File: src/rtl/eml_pkg.sv
// Package: shared types for the EEPROM station address loader.
// Assumes: 16-bit EEPROM words; nothing here depends on the image size.
package eml_pkg;
    typedef enum logic [1:0] {
        ST_IDLE  = 2'd0,
        ST_PROBE = 2'd1,
        ST_READ  = 2'd2
    } eml_state_t;
endpackage

File: src/rtl/eml_seq.sv
// Sequencer: issues the probe read and then the word reads.
// Detects the address width from the probe and raises per-word strobes.
// Assumes: the read port answers each held request with exactly one
// rd_valid or rd_timeout pulse.
module eml_seq
    import eml_pkg::*;
#(
    parameter int WORDS   = 64,
    parameter int DATA_W  = 16,
    parameter int WIDE_AW = 8,
    parameter int IDX_W   = $clog2(WORDS)
) (
    input  logic               clk,
    input  logic               rst_n,
    input  logic               start_i,
    input  logic               rsp_valid_i,
    input  logic [DATA_W-1:0]  rsp_data_i,
    input  logic               rsp_timeout_i,
    output logic               rd_req_o,
    output logic [WIDE_AW-1:0] rd_addr_o,
    output logic               rd_wide_o,
    output logic               clr_o,
    output logic               word_we_o,
    output logic [IDX_W-1:0]   word_idx_o,
    output logic               last_o,
    output logic               abort_o
);
    localparam logic [DATA_W-1:0] BLANK    = {DATA_W{1'b1}};
    localparam logic [IDX_W-1:0]  LAST_IDX = IDX_W'(WORDS - 1);

    eml_state_t       state_q;
    logic [IDX_W-1:0] idx_q;
    logic             wide_q;
    logic             boot_q;
    logic             go;

    // Launch a load on the first idle cycle after reset or on a start pulse.
    assign go = (state_q == ST_IDLE) && (start_i || boot_q);

    // State, word index and detected width registers.
    always_ff @(posedge clk) begin
        if (!rst_n) begin
            state_q <= ST_IDLE;
            idx_q   <= '0;
            wide_q  <= 1'b0;
            boot_q  <= 1'b1;
        end else begin
            boot_q <= 1'b0;
            case (state_q)
                ST_IDLE: begin
                    if (go) begin
                        state_q <= ST_PROBE;
                        idx_q   <= '0;
                        wide_q  <= 1'b0;
                    end
                end
                ST_PROBE: begin
                    if (rsp_timeout_i) begin
                        state_q <= ST_IDLE;
                    end else if (rsp_valid_i) begin
                        wide_q  <= (rsp_data_i == BLANK);
                        idx_q   <= '0;
                        state_q <= ST_READ;
                    end
                end
                ST_READ: begin
                    if (rsp_timeout_i) begin
                        state_q <= ST_IDLE;
                    end else if (rsp_valid_i) begin
                        if (idx_q == LAST_IDX) state_q <= ST_IDLE;
                        else                   idx_q   <= idx_q + 1'b1;
                    end
                end
                default: state_q <= ST_IDLE;
            endcase
        end
    end

    // Read port drive and strobes for the accumulator.
    always_comb begin
        rd_req_o   = (state_q != ST_IDLE);
        rd_addr_o  = (state_q == ST_READ) ? WIDE_AW'(idx_q) : '0;
        rd_wide_o  = (state_q == ST_READ) ? wide_q : 1'b0;
        clr_o      = go;
        word_we_o  = (state_q == ST_READ) && rsp_valid_i && !rsp_timeout_i;
        word_idx_o = idx_q;
        last_o     = word_we_o && (idx_q == LAST_IDX);
        abort_o    = (state_q != ST_IDLE) && rsp_timeout_i;
    end

    assert property (@(posedge clk) disable iff (!rst_n)
        (rd_req_o && !rsp_valid_i && !rsp_timeout_i) |=>
            (rd_req_o && $stable(rd_addr_o) && $stable(rd_wide_o)))
        else $error("assert_req_held_R11");

    assert property (@(posedge clk) disable iff (!rst_n)
        (state_q == ST_PROBE) |-> (rd_addr_o == '0 && !rd_wide_o))
        else $error("assert_probe_narrow_R1");

    assert property (@(posedge clk) disable iff (!rst_n)
        (word_we_o && !last_o) |=> (rd_addr_o == $past(rd_addr_o) + 1'b1))
        else $error("assert_addr_ascending_R2");

    assert property (@(posedge clk) disable iff (!rst_n)
        (state_q == ST_READ && $past(state_q) == ST_READ) |-> $stable(wide_q))
        else $error("assert_width_fixed_R1");
endmodule

File: src/rtl/eml_accum.sv
// Accumulator: sums the image words, gathers the station address bytes
// and holds the completion and error flags.
// Assumes: strobes come from eml_seq; clr_i starts a fresh load.
module eml_accum #(
    parameter int               WORDS     = 64,
    parameter int               DATA_W    = 16,
    parameter int               MAC_WORDS = 3,
    parameter logic [DATA_W-1:0] SIGNATURE = 16'hBABA,
    parameter int               IDX_W     = $clog2(WORDS),
    parameter int               MAC_W     = MAC_WORDS * DATA_W
) (
    input  logic              clk,
    input  logic              rst_n,
    input  logic              clr_i,
    input  logic              word_we_i,
    input  logic [IDX_W-1:0]  word_idx_i,
    input  logic [DATA_W-1:0] word_i,
    input  logic              last_i,
    input  logic              abort_i,
    output logic [MAC_W-1:0]  mac_o,
    output logic              valid_o,
    output logic              csum_err_o,
    output logic              to_err_o
);
    localparam int HB = DATA_W / 2;

    logic [DATA_W-1:0] sum_q;
    logic [DATA_W-1:0] sum_next;
    logic [MAC_W-1:0]  mac_q;

    // Running sum including the word being accepted this cycle.
    assign sum_next = sum_q + word_i;

    // Sum, address bytes and flags.
    always_ff @(posedge clk) begin
        if (!rst_n || clr_i) begin
            sum_q      <= '0;
            mac_q      <= '0;
            valid_o    <= 1'b0;
            csum_err_o <= 1'b0;
            to_err_o   <= 1'b0;
        end else begin
            if (word_we_i) begin
                sum_q <= sum_next;
                for (int w = 0; w < MAC_WORDS; w++) begin
                    if (word_idx_i == IDX_W'(w))
                        mac_q[(MAC_WORDS-1-w)*DATA_W +: DATA_W] <=
                            {word_i[HB-1:0], word_i[DATA_W-1:HB]};
                end
            end
            if (last_i) begin
                valid_o    <= 1'b1;
                csum_err_o <= (sum_next != SIGNATURE);
            end
            if (abort_i) to_err_o <= 1'b1;
        end
    end

    assign mac_o = mac_q;

    assert property (@(posedge clk) disable iff (!rst_n)
        csum_err_o |-> valid_o)
        else $error("assert_err_with_valid_R6");

    assert property (@(posedge clk) disable iff (!rst_n)
        to_err_o |-> !valid_o)
        else $error("assert_timeout_not_valid_R9");
endmodule

File: src/rtl/eeprom_mac_loader.sv
// Top: EEPROM station address loader. Connects the sequencer to the
// accumulator and masks the address output unless the image checked good.
// Assumes: an external block converts the read port to serial EEPROM cycles.
module eeprom_mac_loader #(
    parameter int WORDS     = 64,
    parameter int DATA_W    = 16,
    parameter int WIDE_AW   = 8,
    parameter int MAC_WORDS = 3,
    parameter logic [15:0] SIGNATURE = 16'hBABA,
    parameter int IDX_W     = $clog2(WORDS),
    parameter int MAC_W     = MAC_WORDS * DATA_W
) (
    input  logic               clk,
    input  logic               rst_n,
    input  logic               start,
    output logic               rd_req,
    output logic [WIDE_AW-1:0] rd_addr,
    output logic               rd_wide,
    input  logic               rd_valid,
    input  logic [DATA_W-1:0]  rd_data,
    input  logic               rd_timeout,
    output logic [MAC_W-1:0]   station_addr,
    output logic               addr_valid,
    output logic               csum_err,
    output logic               timeout_err,
    output logic               addr_wide
);
    logic             clr;
    logic             word_we;
    logic [IDX_W-1:0] word_idx;
    logic             last;
    logic             abort;
    logic [MAC_W-1:0] mac_raw;
    logic             wide_seen;

    eml_seq #(.WORDS(WORDS), .DATA_W(DATA_W), .WIDE_AW(WIDE_AW), .IDX_W(IDX_W)) u_seq (
        .clk(clk), .rst_n(rst_n), .start_i(start),
        .rsp_valid_i(rd_valid), .rsp_data_i(rd_data), .rsp_timeout_i(rd_timeout),
        .rd_req_o(rd_req), .rd_addr_o(rd_addr), .rd_wide_o(wide_seen),
        .clr_o(clr), .word_we_o(word_we), .word_idx_o(word_idx),
        .last_o(last), .abort_o(abort)
    );

    eml_accum #(.WORDS(WORDS), .DATA_W(DATA_W), .MAC_WORDS(MAC_WORDS),
                .SIGNATURE(DATA_W'(SIGNATURE)), .IDX_W(IDX_W), .MAC_W(MAC_W)) u_acc (
        .clk(clk), .rst_n(rst_n), .clr_i(clr), .word_we_i(word_we),
        .word_idx_i(word_idx), .word_i(rd_data), .last_i(last), .abort_i(abort),
        .mac_o(mac_raw), .valid_o(addr_valid), .csum_err_o(csum_err),
        .to_err_o(timeout_err)
    );

    // Detected-width register: follows the read-phase width, held after the load.
    always_ff @(posedge clk) begin
        if (!rst_n || clr) addr_wide <= 1'b0;
        else if (word_we)  addr_wide <= wide_seen;
    end

    // Address reaches the output only for a completed, checksum-clean load.
    assign rd_wide      = wide_seen;
    assign station_addr = (addr_valid && !csum_err) ? mac_raw : '0;

    assert property (@(posedge clk) disable iff (!rst_n)
        (station_addr != '0) |-> (addr_valid && !csum_err))
        else $error("assert_addr_masked_R5");

    assert property (@(posedge clk) disable iff (!rst_n)
        $rose(addr_valid) |-> $past(rd_valid))
        else $error("assert_valid_after_rsp_R6");

    assert property (@(posedge clk) disable iff (!rst_n)
        timeout_err |-> (station_addr == '0 && !addr_valid))
        else $error("assert_timeout_clears_R9");
endmodule

File: config.mk
export PLATFORM = sky130hd
export DESIGN_NAME = eeprom_mac_loader
export DESIGN_NICKNAME = d
export VERILOG_FILES = /design/src/rtl/eml_pkg.sv /design/src/rtl/eml_seq.sv /design/src/rtl/eml_accum.sv /design/src/rtl/eeprom_mac_loader.sv
export SDC_FILE = /design/constraint.sdc
export NUM_CORES = 1
export LEC_CHECK = 0
export ABC_CLOCK_PERIOD_IN_PS = 2250
export BUFFER_PORTS_ARGS = -buffer_cell sky130_fd_sc_hd__buf_2
export CAP_MARGIN = 20
export CORE_MARGIN = 5
export CORE_UTILIZATION = 50
export CTS_BUF_LIST = sky130_fd_sc_hd__clkbuf_16
export CTS_CLUSTER_DIAMETER = 120
export CTS_CLUSTER_SIZE = 8
export DETAILED_ROUTE_END_ITERATION = 7
export PLACE_DENSITY = 0.85
export SLEW_MARGIN = 20
export SYNTH_ARGS = -nofsm -noshare
export SYNTH_HDL_FRONTEND = slang
export SYNTH_SLANG_ARGS = --single-unit
File: constraint.sdc
create_clock -name clk -period 2.25 [get_ports clk]
set_input_delay 0.1125 -clock clk [delete_from_list [all_inputs] [get_ports clk]]
set_output_delay 0.1125 -clock clk [all_outputs]
set_load 0.05 [all_outputs]
==> flow_metrics.py <==
metrics = {
    "logic_synthesis": {
        "seq_area_frac_synth_pct": 37.4,
        "synth_cells": 541,
        "syn_area_sq_mm": 0.00417,
        "synth-seq-cells": 78,
        "yosys_warnings": 0,
        "synth-edff-count": 0,
        "synthFlopType": "dfxtp_1",
        "syn_area_per_cell_sq_um": 7.71,
        "synth.distinct_cells": 62,
        "synthArstFlopShare_pct": 0,
    },
    "floorplanning": {
        "initial_core_util_pct": 51.0,
        "die_h_microns": 101,
        "die_area_sq_mm": 0.0103,
        "ioPinCount": 83,
        "num_rows": 33,
        "fp.coreArea_sq_mm": 0.00818,
        "fp.dieW_microns": 101,
    },
    "worst_hold_path": {
        "worstHoldPathType": "primary input to flop",
    },
    "global_route": {
        "overflow": 0,
        "antenna_found_initial": 0,
        "grt_pass1_wl_microns": 19600,
        "grt_pass1_vias": 4118,
        "grt_usage_pct": 23.9,
        "grt_max_degree": 49,
    },
    "layout": {
        "final_common_cell": "nand2_1",
        "syn2layout_area_growth_pct": 30.9,
        "fin_area_sq_mm": 0.00546,
        "fin_util_pct": 66.8,
        "fin_nets": 696,
        "fin_cells": 765,
        "multiInputGateArea_sq_mm": 0.00264,
        "regArea_sq_mm": 0.00156,
        "drive_gt1_share_pct": 28.6,
        "num_antenna_cells": 0,
        "num-fill-cells": 614,
        "final_cell_mix": "nand2_1 (122), buf_2 (80), dfxtp_1 (76), a21oi_1 (74), and2_1 (58)",
    },
    "timing": {
        "min_period_over_period_pct": 114,
        "period_needed_ns": 2.57,
        "rsz0062_at_grt": "true",
        "tightest_slew_ns": 0.851,
        "hold_violations": 0,
        "hold_slack_ns": 0.0363,
        "setup_tns_ns": -0.388,
        "max_freq_mhz": 389,
        "relSlewSlack_pct": 42.5,
        "setup_violations": 3,
        "clock_skew_ns": 0.00634,
        "maxSlewViolCount": 0,
        "setup_ws_ns": -0.318,
    },
    "placed_design": {
        "dp_slack_ns": -0.229,
        "dp.cells": 743,
        "port_buffers": 80,
        "placed_area_sq_mm": 0.00498,
        "globalplace.congestion": 0.933,
        "dpl.hpwl_microns": 8730,
    },
    "clock_tree": {
        "cts_tree": "yes",
        "clk_latency_ns": 0.33,
        "cts_made_buffers": 9,
        "clockBufferDepth": 2,
        "clock_sinks": 78,
        "cts-root-buf": "clkbuf_16",
        "ctsHtreeMaxLevel": 3,
        "clk_pin_slew_worst_paths_ns": 0.06,
    },
    "setup_path": {
        "critPathMaxFanout": 4,
        "cp.required_ns": 2.45,
        "crit_type": "flop to flop",
        "regToRegSetupSlack_ns": -0.32,
        "crit_arrival_ns": 2.77,
        "startpoint_type": "flop",
        "cp-end-kind": "flop",
    },
    "outcome": {
        "outcome": "complete, but fails checks",
        "violations": "setup timing",
    },
    "route": {
        "wl_per_cell_microns": 17.1,
        "wl_met3_microns": 1260,
        "vias_per_cell": 5.76,
        "wl_microns": 13100,
        "dr_wl_met2_microns": 6340,
        "drcViolationCount": 0,
        "route.top_layer_used": "met4",
        "drt.antenna.violating_nets": 0,
        "drtIter0Drc": 515,
        "vias": 4409,
        "dr.pass1.iters": 5,
        "wl_met1_microns": 5070,
    },
    "pwr": {
        "total_power_mw": 3.03,
        "ir_drop_mv": 0.368,
        "p_per_area_mw_per_mm2": 555,
        "power.leakage_nw": 2.21,
    },
    "flow_run": {
        "drv_cap": 0,
    },
}
## report_power, final
part	switching [mW]	internal (mW)
registers	0.00690	1.39
clock network	0.579	0.737
logic	0.197	0.123
total	0.783	2.25
## timing repair
action,in CTS,in global routing
gates resized for setup,7,28
endpoints found under the setup margin,3,50
pin swaps,7,12
buffers inserted,4,2
hold buffers,0,0
## final cells by class
cell class | instances | area share [%]
inverters | 13 | 0.893
multi-input cells | 422 | 48.3
repair buffers | 131 | 14.9
well taps | 105 | 2.41
flip-flops and latches | 78 | 28.6
clock inverters | 7 | 0.710
clock buffers | 9 | 4.12
## cell families (layout without fill, tap and decap cells)
kind of cell,after synthesis,in the layout,share of synthesized area [%]
simple gates,259,259,30.4
compound gates,128,128,19.1
fa+ha+maj,20,20,6.18
flops,78,78,37.4
buf+inv,42,160,4.08
other cells,1,2,0.0899
xor+xnor,12,12,2.52
mux,1,1,0.240
## cell usage after synthesis, drive strengths merged (3+ instances only)
cell | instances | area [sq um]
xnor2 | 7 | 61.3
nand3 | 6 | 30.0
nand2 | 125 | 469
buf | 6 | 33.8
a21oi | 77 | 389
ha | 19 | 238
nor2 | 29 | 109
a211oi | 6 | 45.0
and4 | 4 | 38.8
nand3b | 4 | 33.8
or4 | 3 | 26.3
o21bai | 3 | 22.5
o21a | 4 | 30.0
and2 | 58 | 363
or3 | 4 | 30.0
o211ai | 5 | 37.5
o31ai | 5 | 37.5
inv | 13 | 48.8
o21ai | 6 | 41.3
nor3b | 3 | 27.5
xor2 | 5 | 43.8
nor3 | 3 | 15.0
nand4 | 9 | 56.3
dfxtp | 78 | 1560
o2111ai | 4 | 35.0
a21o | 4 | 31.3
nor2b | 4 | 25.0
clkbuf | 23 | 87.6
## registers in the layout (all words and copies together), names as in the netlist
signal / count
u_acc.to_err_o: 1
u_seq.state_q: 2
u_seq.boot_q: 1
u_acc.csum_err_o: 1
u_seq.wide_q: 1
u_seq.word_idx_o: 6
u_acc.mac_o: 48
u_acc.sum_q: 16
addr_wide: 1
u_acc.valid_o: 1
## per-layer routing
metal	track usage [%]	vias to the layer above
li1	-	2070
met3	4.20	42
met4	9.41	0
met5	0	-
met2	39.8	246
met1	30.8	2051
## final timing paths
path | from | to | cells after the start
setup / recovery | u_acc.sum_q[0] | u_acc.csum_err_o | 10
hold / removal | rd_timeout | u_seq.state_q[1] | 2
setup reg to reg | u_acc.sum_q[0] | u_acc.csum_err_o | 10
hold reg to reg | u_acc.mac_o[46] | u_acc.mac_o[46] | 2
## worst max-delay path: stages (launching register included)
cell and delay [ns]:
dfxtp_2 0.33, ha_4 0.16, inv_2 0.05, fa_2 0.21, nor2b_2 0.05, o31a_1 0.33
or4_4 0.44, a31oi_1 0.18, nand4_1 0.21, a2111oi_4 0.36, a21oi_1 0.12
Power figures use the tool's default switching activity.
